File: src/rtl/vagu_pkg.sv
package vagu_pkg;
  typedef enum logic [1:0] {
    AM_UNIT = 2'b00,
    AM_ELEM = 2'b01,
    AM_BREV = 2'b10,
    AM_RSVD = 2'b11
  } amode_e;
endpackage

File: src/rtl/vagu_bitrev.sv
// Reverses the low 'lg' bits of an element index; upper bits become zero.
module vagu_bitrev #(
  parameter int IDX_W = 7,
  parameter int LOG_W = 3
) (
  input  logic [IDX_W-1:0] idx,
  input  logic [LOG_W-1:0] lg,
  output logic [IDX_W-1:0] rev
);
  always_comb begin
    rev = '0;
    for (int k = 0; k < IDX_W; k++) begin
      for (int j = 0; j < IDX_W; j++) begin
        if (int'(lg) == j + k + 1) rev[k] = idx[j];
      end
    end
  end
endmodule

File: src/rtl/vagu_addr_calc.sv
// Combinational effective address for one element index.
module vagu_addr_calc
  import vagu_pkg::*;
#(
  parameter int ADDR_W  = 64,
  parameter int IDX_W   = 7,
  parameter int LOG_W   = 3,
  parameter int SHIFT_W = 6
) (
  input  amode_e              mode,
  input  logic [ADDR_W-1:0]   base_term,
  input  logic [ADDR_W-1:0]   disp_ext,
  input  logic                dword,
  input  logic [IDX_W-1:0]    idx,
  input  logic [LOG_W-1:0]    lg,
  input  logic [SHIFT_W-1:0]  shift,
  output logic [ADDR_W-1:0]   addr
);
  logic [IDX_W-1:0]  rev;
  logic [ADDR_W-1:0] idx_ext, rev_ext, brev_off;
  logic [1:0]        sz_sh;

  vagu_bitrev #(.IDX_W(IDX_W), .LOG_W(LOG_W)) u_rev (
    .idx (idx),
    .lg  (lg),
    .rev (rev)
  );

  assign sz_sh    = dword ? 2'd3 : 2'd2;
  assign idx_ext  = ADDR_W'(idx);
  assign rev_ext  = ADDR_W'(rev);
  assign brev_off = (disp_ext * (rev_ext << sz_sh)) << shift;

  always_comb begin
    unique case (mode)
      AM_ELEM: addr = base_term + disp_ext * idx_ext;
      AM_BREV: addr = base_term + brev_off;
      default: addr = base_term + disp_ext + (idx_ext << sz_sh);
    endcase
  end
endmodule

File: src/rtl/vec_ls_agu.sv
module vec_ls_agu
  import vagu_pkg::*;
#(
  parameter int ADDR_W  = 64,
  parameter int DISP_W  = 16,
  parameter int MAX_VL  = 64,
  parameter int SHIFT_W = 6
) (
  input  logic                              clk,
  input  logic                              rst,
  input  logic                              start_i,
  input  logic [ADDR_W-1:0]                 base_i,
  input  logic                              base_zero_i,
  input  logic                              scalar_base_i,
  input  logic [DISP_W-1:0]                 disp_i,
  input  logic                              dword_i,
  input  logic [$clog2(MAX_VL+1)-1:0]       vl_i,
  input  logic [1:0]                        mode_i,
  input  logic [SHIFT_W-1:0]                shift_i,
  output logic                              addr_valid_o,
  input  logic                              addr_ready_i,
  output logic [ADDR_W-1:0]                 addr_o,
  output logic [$clog2(MAX_VL+1)-1:0]       idx_o,
  output logic                              done_o,
  output logic                              err_o
);
  localparam int IDX_W = $clog2(MAX_VL + 1);
  localparam int LOG_W = (IDX_W > 1) ? $clog2(IDX_W) : 1;

  // captured operands
  logic              busy_q, done_q, err_q;
  logic [IDX_W-1:0]  idx_q, last_q;
  amode_e            mode_q;
  logic [ADDR_W-1:0] base_q, disp_q;
  logic              dword_q;
  logic [LOG_W-1:0]  lg_q;
  logic [SHIFT_W-1:0] shift_q;

  // start decode
  logic              accept, fire, bad_start;
  amode_e            mode_d;
  logic [LOG_W-1:0]  lg_d;
  logic              vl_pow2;

  assign accept  = start_i && !busy_q;
  assign fire    = busy_q && addr_ready_i;
  assign vl_pow2 = ($countones(vl_i) == 1);

  always_comb begin
    lg_d = '0;
    for (int b = 0; b < IDX_W; b++) begin
      if (vl_i[b]) lg_d = LOG_W'(b);
    end
  end

  always_comb begin
    if (mode_i == 2'b01 && scalar_base_i && (disp_i != '0)) mode_d = AM_ELEM;
    else if (mode_i == 2'b10)                               mode_d = AM_BREV;
    else                                                    mode_d = AM_UNIT;
  end

  assign bad_start = (vl_i == '0) || (int'(vl_i) > MAX_VL) ||
                     (mode_d == AM_BREV && !vl_pow2);

  always_ff @(posedge clk) begin
    if (rst) begin
      busy_q  <= 1'b0;
      done_q  <= 1'b0;
      err_q   <= 1'b0;
      idx_q   <= '0;
      last_q  <= '0;
      mode_q  <= AM_UNIT;
      base_q  <= '0;
      disp_q  <= '0;
      dword_q <= 1'b0;
      lg_q    <= '0;
      shift_q <= '0;
    end else begin
      done_q <= 1'b0;
      err_q  <= 1'b0;
      if (accept) begin
        if (bad_start) begin
          err_q <= 1'b1;
        end else begin
          busy_q  <= 1'b1;
          idx_q   <= '0;
          last_q  <= vl_i - 1'b1;
          mode_q  <= mode_d;
          base_q  <= base_zero_i ? '0 : base_i;
          disp_q  <= {{(ADDR_W-DISP_W){disp_i[DISP_W-1]}}, disp_i};
          dword_q <= dword_i;
          lg_q    <= lg_d;
          shift_q <= shift_i;
        end
      end else if (fire) begin
        if (idx_q == last_q) begin
          busy_q <= 1'b0;
          done_q <= 1'b1;
        end else begin
          idx_q <= idx_q + 1'b1;
        end
      end
    end
  end

  vagu_addr_calc #(
    .ADDR_W(ADDR_W), .IDX_W(IDX_W), .LOG_W(LOG_W), .SHIFT_W(SHIFT_W)
  ) u_calc (
    .mode      (mode_q),
    .base_term (base_q),
    .disp_ext  (disp_q),
    .dword     (dword_q),
    .idx       (idx_q),
    .lg        (lg_q),
    .shift     (shift_q),
    .addr      (addr_o)
  );

  assign addr_valid_o = busy_q;
  assign idx_o        = idx_q;
  assign done_o       = done_q;
  assign err_o        = err_q;

  // stalled output holds
  assert_hold_R8: assert property (@(posedge clk) disable iff (rst)
    (addr_valid_o && !addr_ready_i) |=>
      (addr_valid_o && $stable(addr_o) && $stable(idx_o)));

  // after a handshake either the next index follows or the run ends
  assert_step_R7: assert property (@(posedge clk) disable iff (rst)
    (addr_valid_o && addr_ready_i) |=>
      (done_o || (addr_valid_o && (int'(idx_o) == int'($past(idx_o)) + 1))));

  // done lasts one cycle with no address alongside it
  assert_done_pulse_R9: assert property (@(posedge clk) disable iff (rst)
    done_o |=> !done_o);
  assert_done_quiet_R9: assert property (@(posedge clk) disable iff (rst)
    done_o |-> !addr_valid_o);

  // a rejected start yields no stream
  assert_err_quiet_R10: assert property (@(posedge clk) disable iff (rst)
    err_o |-> (!addr_valid_o && !done_o));

  // a start while running leaves the index untouched
  assert_ignore_start_R11: assert property (@(posedge clk) disable iff (rst)
    (addr_valid_o && start_i && !addr_ready_i) |=> $stable(idx_o));
endmodule

File: config.mk
export PLATFORM = sky130hd
export DESIGN_NAME = vec_ls_agu
export DESIGN_NICKNAME = d
export VERILOG_FILES = /design/src/rtl/vagu_pkg.sv /design/src/rtl/vagu_bitrev.sv /design/src/rtl/vagu_addr_calc.sv /design/src/rtl/vec_ls_agu.sv
export SDC_FILE = /design/constraint.sdc
export NUM_CORES = 1
export LEC_CHECK = 0
export BUFFER_PORTS_ARGS = -buffer_cell sky130_fd_sc_hd__buf_2
export CAP_MARGIN = 20
export CORE_UTILIZATION = 55
export CTS_CLUSTER_SIZE = 8
export DETAILED_ROUTE_END_ITERATION = 8
export PLACE_DENSITY = 0.73
export SYNTH_ARGS = -nofsm -noshare
export SYNTH_HDL_FRONTEND = slang
export SYNTH_SLANG_ARGS = --single-unit
File: constraint.sdc
create_clock -name clk -period 12.65 [get_ports clk]
set_input_delay 0.6325 -clock clk [delete_from_list [all_inputs] [get_ports clk]]
set_output_delay 0.6325 -clock clk [all_outputs]
set_load 0.02 [all_outputs]
==> impl_metrics.ini <==
[run_status]
status = complete, but fails checks
violations = DRC

[cts]
htree_levels = 3
cts_tree = yes
cts_root_buf = clkbuf_16
cts_buffer_depth = 2
clk_pin_slew_ps = 120
numCtsBuffers = 9
cts_hold_buf = 0
clk_latency_ps = 440
clock_sinks = 109

[synth]
synthMostInstantiatedCell = ha_1
synth.largest_area_cell = ha_1
synthTopCellsByArea = ha_1, fa_1, dfxtp_1
synth_edf_count = 0
synth_cells = 3377
ys_ff_latch = 109
synthTopCellsByCount = ha_1, nand2_1, inv_1, a21oi_1, nor2_1
yosysWarnings = 0
synth_fp_nets = 4016
syn_area_um2 = 26300
synth_top_area_frac = 0.168
avgSynthCellArea_um2 = 7.79
synth_cell_types = 104
ys.flop_type = dfxtp_1
synth-seq-area-share = 0.0830
synthArstFlopShare = 0

[grt]
grt_pass1_wl_um = 141000
grt_pass1_vias = 25400
grtUsageTotal = 0.377
grt_max_degree = 79
grt_overflow_total = 0
antenna_found_initial = 2

[worst_setup_path]
worstRegToRegCells = 10
max_stage_delay_ps = 610
cp-start-kind = flip-flop
critPathSlowestCell = mux4_1
crit_type = reg -> out
worstPathMaxFanout = 16
cp-end-kind = primary output
crit_top_cell = fa_1
cp.arrival_ps = 11420
required_ps = 12020

[power]
powerDensity_nw_per_um2 = 42.2
p_total_mw = 1.18
total_leakage_power_nw = 13.8
peakVddDrop_v = 0.0000645

[sta]
worstMarginPinSlew_ps = 1100
rsz0062_at_grt = no
setup_viol = 0
hold_viol_final = 0
fin_setup_tns_ps = 0
relSlewSlack = 0.263
postLayoutSetupSlackWorst_ps = 600
clock_skew_ps = 23.4
post-route-period-util = 0.953
fin_crit_ps = 12050
max_freq_mhz = 83.0
slew_viol_final = 0

[worst_hold_path]
whs_path_depth = 2
hold_class = in -> reg

[die]
die_w_um = 221
core_area_um2 = 46900
die_h_um = 221
row_count = 79
pin_count = 176
start_util = 0.561
die_area_um2 = 48700

[route]
drtIter0Drc = 2306
top_layer = met4
wl_met1_um = 37500
via_count = 25900
wl_per_cell_um = 22.9
ant_nets = 0
vias_per_cell = 6.40
drt_pass1_iterations = 8
drcViolationCount = 13
drt-total-wl_um = 92500
met3_length_um = 5540
dr_wl_met2_um = 43600

[layout]
drive_gt1_frac = 0.105
post-route-util = 0.599
ff_latch_area_um2 = 2190
nets = 4072
area_growth_pct = 6.63
multiInputGateArea_um2 = 22200
fillers = 4337

[place]
gp_congestion = 1.04
portBuffers = 175
pre_cts_ws_ps = 971
dp_hpwl_um = 74700

[job]
drv_cap = 0
## worst max-delay path, delay by kind of cell, from the launching register on
kind                       cells  cell delay (ps)
DFF                            1              510
buffers and inverters          6              800
AOI/OAI and AO/OA             16             2650
muxes                          3             1690
adders and majority gates      8             3590
xor gates and xnor gates       2              480
and+or+nand+nor                7             1270
## power breakdown
group,switching (mW),internal [mW]
Clock,0.199,0.142
Sequential,0.0252,0.357
Combinational,0.301,0.159
## through the flow
stage          cells  hold WS [ps]  cell area, um^2
2_1_floorplan   3377           432            26300
3_3_place_gp    4029           447            27700
3_5_place_dp    4029           461            27700
4_1_cts         4045           387            28000
5_1_grt         4047           403            28000
6_report        4047           395            28000
## registers in the layout (all words and copies together) (netlist names)
| signal | flops |
|---|---|
| addr_valid_o | 1 |
| base_q | 64 |
| disp_q | 16 |
| done_o | 1 |
| dword_q | 1 |
| err_o | 1 |
| idx_o | 7 |
| last_q | 7 |
| lg_q | 3 |
| mode_q | 2 |
| shift_q | 6 |
## layer usage
layer,track usage,vias to the layer above
met1,0.460,12600
li1,-,12000
met3,0.0488,244
met5,0,-
met2,0.631,1018
met4,0.229,0
## timing repair
| action | in CTS | in global routing |
|---|---|---|
| buffers inserted | 0 | 0 |
| gates resized for setup | 0 | 7 |
| endpoints found under the setup margin | 0 | 10 |
## cell type report
cell class,count,area share
inverter,310,0.0415
antenna,2,0.000178
timing repair buffer,242,0.0492
clock buffer,9,0.00803
sequential,109,0.0782
tap,607,0.0271
multi-input combinational,2761,0.793
clock inverter,7,0.00308
## worst paths after layout
check | startpoint | endpoint | slack (ps)
max reg2reg | idx_o[0] | idx_o[6] | 10030
max | lg_q[0] | addr_o[63] | 600
min reg2reg | mode_q[0] | mode_q[0] | 480
min | base_i[4] | base_q[4] | 400
## kinds of logic after synthesis
group,share of synthesized area
AO/OA/AOI/OAI,0.244
multiplexers,0.0507
XOR/XNOR,0.0578
buffers and inverters,0.0732
adder cells (fa/ha/maj),0.308
flip-flops,0.0830
AND/OR/NAND/NOR,0.183
## placed cells by master, fill, tap and decap left out, types with 42 or more instances in the layout
cell and instances:
a21oi_1 278, nand2_1 320, a211oi_1 42, nor2_1 207, dfxtp_1 101, nor3_1 59, buf_2 175, a22o_1 65
ha_1 352, and2_1 158, xor2_1 65, fa_1 184, o21ai_0 159, inv_1 308, nand3_1 70, buf_4 67
a21o_1 89, xnor2_1 106, mux2i_1 54
Power figures use the tool's default switching activity.
